<file path="src/rtl/sram_ctrl_pkg.sv">
`timescale 1ns/1ps
package sram_ctrl_pkg;

  typedef enum logic [2:0] {
    ST_IDLE,
    ST_SETUP,
    ST_RD_ACC,
    ST_WR_PULSE,
    ST_WR_HOLD
  } bus_state_e;

  // round a nanosecond limit up to whole clock periods
  function automatic int unsigned ns_to_cyc(input int unsigned ns, input int unsigned per);
    return (ns + per - 1) / per;
  endfunction

  function automatic int unsigned max2(input int unsigned a, input int unsigned b);
    return (a > b) ? a : b;
  endfunction

  function automatic int unsigned min1(input int unsigned v);
    return (v == 0) ? 1 : v;
  endfunction

endpackage

</file>
<file path="src/rtl/sram_wait_cnt.sv">
`timescale 1ns/1ps
module sram_wait_cnt #(
  parameter int W = 4
) (
  input  logic         clk,
  input  logic         rst_n,
  input  logic         load,
  input  logic [W-1:0] load_val,
  output logic [W-1:0] count,
  output logic         zero
);

  always_ff @(posedge clk or negedge rst_n) begin
    if (!rst_n)
      count <= '0;
    else if (load)
      count <= load_val;
    else if (count != '0)
      count <= count - W'(1);
  end

  assign zero = (count == '0);

endmodule

</file>
<file path="src/rtl/sram_rsp_hold.sv">
`timescale 1ns/1ps
module sram_rsp_hold #(
  parameter int DATA_W = 8
) (
  input  logic              clk,
  input  logic              rst_n,
  input  logic              capture,
  input  logic [DATA_W-1:0] cap_data,
  input  logic              rsp_ready,
  output logic              rsp_valid,
  output logic [DATA_W-1:0] rsp_data
);

  always_ff @(posedge clk or negedge rst_n) begin
    if (!rst_n) begin
      rsp_valid <= 1'b0;
      rsp_data  <= '0;
    end else if (capture) begin
      rsp_valid <= 1'b1;
      rsp_data  <= cap_data;
    end else if (rsp_ready) begin
      rsp_valid <= 1'b0;
    end
  end

endmodule

</file>
<file path="src/rtl/sram_bus_ctrl.sv">
`timescale 1ns/1ps
module sram_bus_ctrl
  import sram_ctrl_pkg::*;
#(
  parameter int ADDR_W        = 17,
  parameter int DATA_W        = 8,
  parameter int CLK_PERIOD_NS = 20,
  parameter int T_ACC_NS      = 70,
  parameter int T_OE_NS       = 35,
  parameter int T_RC_NS       = 70,
  parameter int T_WC_NS       = 70,
  parameter int T_WP_NS       = 55,
  parameter int T_DS_NS       = 30,
  parameter int T_DH_WE_NS    = 0,
  parameter int T_WR_WE_NS    = 5,
  parameter int T_DH_CE_NS    = 10,
  parameter int T_WR_CE_NS    = 15,
  parameter bit END_BY_CE     = 1'b0
) (
  input  logic              clk,
  input  logic              rst_n,
  input  logic              req_valid,
  output logic              req_ready,
  input  logic              req_write,
  input  logic [ADDR_W-1:0] req_addr,
  input  logic [DATA_W-1:0] req_wdata,
  output logic              rsp_valid,
  input  logic              rsp_ready,
  output logic [DATA_W-1:0] rsp_data,
  output logic              sram_ce_n,
  output logic              sram_we_n,
  output logic              sram_oe_n,
  output logic [ADDR_W-1:0] sram_addr,
  output logic [DATA_W-1:0] sram_dq_o,
  output logic              sram_dq_oe,
  input  logic [DATA_W-1:0] sram_dq_i
);

  localparam int unsigned PER      = CLK_PERIOD_NS;
  localparam int unsigned ACC_CYC  = min1(ns_to_cyc(max2(T_ACC_NS, T_OE_NS), PER));
  localparam int unsigned WP_CYC   = min1(max2(ns_to_cyc(T_WP_NS, PER), ns_to_cyc(T_DS_NS, PER)));
  localparam int unsigned HOLD_CYC = min1(ns_to_cyc(END_BY_CE ? T_DH_CE_NS : T_DH_WE_NS, PER));
  localparam int unsigned REC_CYC  = ns_to_cyc(END_BY_CE ? T_WR_CE_NS : T_WR_WE_NS, PER);
  localparam int unsigned CYC_CYC  = min1(ns_to_cyc(max2(T_RC_NS, T_WC_NS), PER));
  localparam int unsigned MAX_CYC  = max2(max2(max2(ACC_CYC, WP_CYC), max2(HOLD_CYC, REC_CYC)), CYC_CYC);
  localparam int          CNT_W    = $clog2(MAX_CYC + 1);

  localparam logic [CNT_W-1:0] ACC_LD  = CNT_W'(ACC_CYC - 1);
  localparam logic [CNT_W-1:0] WP_LD   = CNT_W'(WP_CYC - 1);
  localparam logic [CNT_W-1:0] HOLD_LD = CNT_W'(HOLD_CYC - 1);
  localparam logic [CNT_W-1:0] GAP_LD  = CNT_W'((REC_CYC == 0) ? 0 : REC_CYC - 1);
  localparam logic [CNT_W-1:0] CYC_LD  = CNT_W'(CYC_CYC - 1);

  bus_state_e state;
  logic       is_wr;
  logic       accept;
  logic       ph_load, ph_zero;
  logic [CNT_W-1:0] ph_val, ph_cnt;
  logic       gap_load, gap_zero;
  logic [CNT_W-1:0] gap_cnt;
  logic       cyc_zero;
  logic [CNT_W-1:0] cyc_cnt;
  logic       capture;
  logic       win_close;

  // ---------------- handshake ----------------
  assign req_ready = (state == ST_IDLE) && gap_zero && cyc_zero && (!rsp_valid || rsp_ready);
  assign accept    = req_valid && req_ready;

  // ---------------- counter control ----------------
  assign win_close = (state == ST_WR_PULSE) && ph_zero;
  assign capture   = (state == ST_RD_ACC) && ph_zero;
  assign ph_load   = (state == ST_SETUP) || win_close;
  assign ph_val    = (state == ST_SETUP) ? (is_wr ? WP_LD : ACC_LD) : HOLD_LD;
  assign gap_load  = win_close;

  // phase timer: access, pulse and hold lengths
  sram_wait_cnt #(.W(CNT_W)) u_phase (
    .clk(clk), .rst_n(rst_n), .load(ph_load), .load_val(ph_val),
    .count(ph_cnt), .zero(ph_zero)
  );

  // recovery timer started when the write window closes
  sram_wait_cnt #(.W(CNT_W)) u_recover (
    .clk(clk), .rst_n(rst_n), .load(gap_load), .load_val(GAP_LD),
    .count(gap_cnt), .zero(gap_zero)
  );

  // bus cycle-time timer started at every accept
  sram_wait_cnt #(.W(CNT_W)) u_cycle (
    .clk(clk), .rst_n(rst_n), .load(accept), .load_val(CYC_LD),
    .count(cyc_cnt), .zero(cyc_zero)
  );

  sram_rsp_hold #(.DATA_W(DATA_W)) u_rsp (
    .clk(clk), .rst_n(rst_n), .capture(capture), .cap_data(sram_dq_i),
    .rsp_ready(rsp_ready), .rsp_valid(rsp_valid), .rsp_data(rsp_data)
  );

  // ---------------- bus sequencer ----------------
  always_ff @(posedge clk or negedge rst_n) begin
    if (!rst_n) begin
      state      <= ST_IDLE;
      is_wr      <= 1'b0;
      sram_ce_n  <= 1'b1;
      sram_we_n  <= 1'b1;
      sram_oe_n  <= 1'b1;
      sram_addr  <= '0;
      sram_dq_o  <= '0;
      sram_dq_oe <= 1'b0;
    end else begin
      unique case (state)
        ST_IDLE: begin
          if (accept) begin
            sram_addr <= req_addr;
            sram_dq_o <= req_wdata;
            is_wr     <= req_write;
            state     <= ST_SETUP;
          end
        end
        ST_SETUP: begin
          sram_ce_n <= 1'b0;
          if (is_wr) begin
            sram_we_n  <= 1'b0;
            sram_dq_oe <= 1'b1;
            state      <= ST_WR_PULSE;
          end else begin
            sram_oe_n <= 1'b0;
            state     <= ST_RD_ACC;
          end
        end
        ST_RD_ACC: begin
          if (ph_zero) begin
            sram_ce_n <= 1'b1;
            sram_oe_n <= 1'b1;
            state     <= ST_IDLE;
          end
        end
        ST_WR_PULSE: begin
          if (ph_zero) begin
            if (END_BY_CE) sram_ce_n <= 1'b1;
            else           sram_we_n <= 1'b1;
            state <= ST_WR_HOLD;
          end
        end
        ST_WR_HOLD: begin
          if (ph_zero) begin
            sram_ce_n  <= 1'b1;
            sram_we_n  <= 1'b1;
            sram_dq_oe <= 1'b0;
            state      <= ST_IDLE;
          end
        end
        default: state <= ST_IDLE;
      endcase
    end
  end

endmodule

</file>
<file path="config.mk">
export PLATFORM = sky130hd
export DESIGN_NAME = sram_bus_ctrl
export DESIGN_NICKNAME = d
export VERILOG_FILES = /design/src/rtl/sram_ctrl_pkg.sv /design/src/rtl/sram_wait_cnt.sv /design/src/rtl/sram_rsp_hold.sv /design/src/rtl/sram_bus_ctrl.sv
export SDC_FILE = /design/constraint.sdc
export NUM_CORES = 1
export LEC_CHECK = 0
export ABC_CLOCK_PERIOD_IN_PS = 3900
export CORE_AREA = 2 2 97 71
export DETAILED_ROUTE_END_ITERATION = 12
export DIE_AREA = 0 0 99 73
export DONT_BUFFER_PORTS = 1
export GPL_ROUTABILITY_DRIVEN = 0
export PLACE_DENSITY_LB_ADDON = 0.05
export SKIP_CTS_REPAIR_TIMING = 1
export SYNTH_ARGS = -nofsm -noshare
export SYNTH_HDL_FRONTEND = slang
export SYNTH_SLANG_ARGS = --single-unit
</file>
<file path="constraint.sdc">
create_clock -name clk -period 3.9 [get_ports clk]
set_input_delay 0.585 -clock clk [delete_from_list [all_inputs] [get_ports clk]]
set_output_delay 0.585 -clock clk [all_outputs]
set_load 0.01 [all_outputs]
</file>
==> run summary <==
Worst Setup SP - u_cycle.count[0]
Synth warnings - 0
Max-slew violation total from the final report - 0
Die ar. - 7227 sq um
Total GRT Usage - 12.66%
Final setup margin - 1.494 ns
Crit path arrival time - 1.82 ns
Via-per-instance ratio - 5.056
Drt total wl - 4552 microns
Area Growth Syn to Fin - 8.676%
RSZ-0062 raised after global routing - false
TNS Setup - 0 ns
Die H - 73 microns
Met3 usage - 5.364%
Final setup viols - 0
Fmax - 0.4156 GHz
Async set-reset flop share out of synthesis - 100.0%
ANT cells - 0
CTS tree - done
Register bit total from synthesis - 51
IO Count - 77
Run status - finished clean
DRT Pass-1 Iters - 6
Post-route ant nets - 0
R2R Path Start - u_recover.count[0]
Primary FF master, synth - dfrtp_1
Die X - 99 microns
Number of flops mapped to enable cells by yosys - 0
DRT iter0 DRCs - 56
Placed cell areas - 2338 sq um
Initial Utilization - 35.53%
Clock sink count - 51
FP Rows - 25
P_sw - 0.7157 mW
Required @ worst endpoint - 3.31 ns
Core area - 6412 sq um
Sequential area share after synthesis - 56.18%
Power Density - 831.9 nW/um^2
Avg WL per Cell - 18.21 microns
Worst vdd ir - 347.6 uV
Clk slew on worst S/H paths - 0.09 ns
Post-synth net total - 211
Switching part of the total power - 34.74%
Slew HR - 57.55%
Sequential share of power - 53.2%
Vias in the first global route - 1292
Hold crit path type - input port to async pin
Crit path launch type - flop
Final Cycle Share - 61.69%
First-pass GRT wire length - 7044 microns
Remaining global-route overflow - 0
Slew of the pin with the lowest slew margin - 0.6356 ns
Pleak - 1.139 nW
CP Class - flop to output pin
Port-buffer cells - 0
Fill count - 591
Post-synthesis cell area - 2278 sq um
Minimum clock period - 2.406 ns
Clock skew - 0.008182 ns
Fin. Hold Viols - 0
Nets@finish - 212
Number of max-cap violations - 0
Synth cell types - 37
Initial antenna violation count - 0
Largest net degree at the start of global routing - 52
Post-DP HPWL - 3099 microns
Skew-Pair Late Insertion Delay - 0.30 ns
Num CTS Buffers - 5
Clk network pwr share - 17.7%
Clock Tree Buf Depth - 2
H-Tree Depth - 2
DRC errors left - 0
P_int - 1.344 mW
Worst-path fanout max - 7
M1 GR Usage - 17.93%
Post-route cell area - 2476 sq um
Final core occ - 38.61%
Most crowded layer after global routing - met2
CP endpoint kind - output pin
Pre-CTS WS - 1.460 ns
CTS root buf - clkbuf_8
Met2 GRT Util - 18.09%
Share of power burned in combinational logic - 29.2%
Layout cells sized above 1 - 29.59%
Total number of vias - 1264
Synthesized instance count - 167
Syn avg cell area - 13.64 sq um
-- through the flow --
stage,power (mW),hold slack (ns),cells
4_1_cts,2.083,-0.04235,249
3_3_place_gp,1.670,0.2904,241
2_1_floorplan,1.561,0.2894,167
3_5_place_dp,1.705,0.2906,241
5_1_grt,2.225,0.08916,250
6_report,2.060,0.1210,250
-- path summary, 6_finish.rpt --
check	to	slack [ns]	depth (start not counted)
setup / recovery	req_ready	1.49	5
hold / removal	sram_oe_n	0.12	0
setup reg to reg	sram_dq_o[6]	1.51	5
hold reg to reg	sram_ce_n	0.51	2
max in group asynchronous	u_phase.count[1]	3.55	1
min in group clk	u_cycle.count[2]	0.37	1
-- cell usage in the layout (no fill, tap or decap), drive strengths merged, types with 2 or more instances in the layout --
master and count:
dfrtp 48, mux2 34, inv 10, nor2 9, a21oi 8, nand2b 6
ha 6, clkbuf 6, nand3 4, nand2 4, nand3b 3, dfstp 3
nor2b 2, o31ai 2, o21ai 2
-- final cells by class --
cell class              instances  area (sq um)  area share (%)
flip-flops and latches         51          1280           51.69
multi-input cells              99         919.6           37.14
well taps                      81         101.3           4.093
clock buffers                   6         72.57           2.931
clock inverters                 2         37.54           1.516
inverters                      10         37.54           1.516
repair buffers                  1         27.53           1.112
-- cells by family (layout without fill, tap and decap cells) --
| logic type | Yosys count | in the layout | share of synthesized area (%) |
|---|---|---|---|
| AOI/OAI and AO/OA | 20 | 20 | 5.767 |
| xor gates and xnor gates | 2 | 2 | 0.7689 |
| adders and majority gates | 6 | 6 | 3.295 |
| buffers and inverters | 17 | 19 | 3.460 |
| DFF | 51 | 51 | 56.18 |
| muxes | 35 | 35 | 20.21 |
| and+or+nand+nor | 36 | 36 | 10.32 |
-- metal layers --
layer / part of all wire, % / routed length [microns] / vias up
met5: 0 / 0 / -
met4: 0.33 / 15 / 0
met3: 8.7 / 395 / 2
met2: 46 / 2072 / 50
met1: 45 / 2068 / 633
li1: - / - / 579
-- power by group through the flow --
stage	combinational, mW	clock (mW)	sequential (mW)
after detailed placement	0.598	0	1.11
after CTS	0.600	0.382	1.10
after global placement	0.566	0	1.10
after floorplan	0.545	0	1.02
after global routing	0.682	0.408	1.14
final	0.601	0.364	1.10
-- registers in the layout, indices dropped and copies added, names as in the netlist --
| register | cells |
|---|---|
| u_recover.count | 3 |
| sram_oe_n | 1 |
| u_rsp.rsp_data | 8 |
| u_rsp.rsp_valid | 1 |
| sram_addr | 17 |
| sram_ce_n | 1 |
| sram_we_n | 1 |
| sram_dq_oe | 1 |
| u_phase.count | 3 |
| state | 3 |
| sram_dq_o | 8 |
| u_cycle.count | 3 |
| is_wr | 1 |
-- Yosys cell counts, drive strengths merged (3+ instances only) --
library cell   n  area (sq um)
nand2b         6         37.54
nor2           9         36.29
ha             6         75.07
dfstp          3         78.83
clkbuf         5         18.77
a21oi          8         40.04
dfrtp         48          1201
mux2          34         450.4
inv           10         37.54
nand3          4         20.02
nand2          4         15.01
nand3b         3         22.52
-- critical path, cell delays in order (launching register included) --
cell and delay (ns):
dfrtp_1 0.39, inv_1 0.06, ha_1 0.14, ha_1 0.28, nor4b_4 0.34, and3_1 0.31
Power figures use the tool's default switching activity.
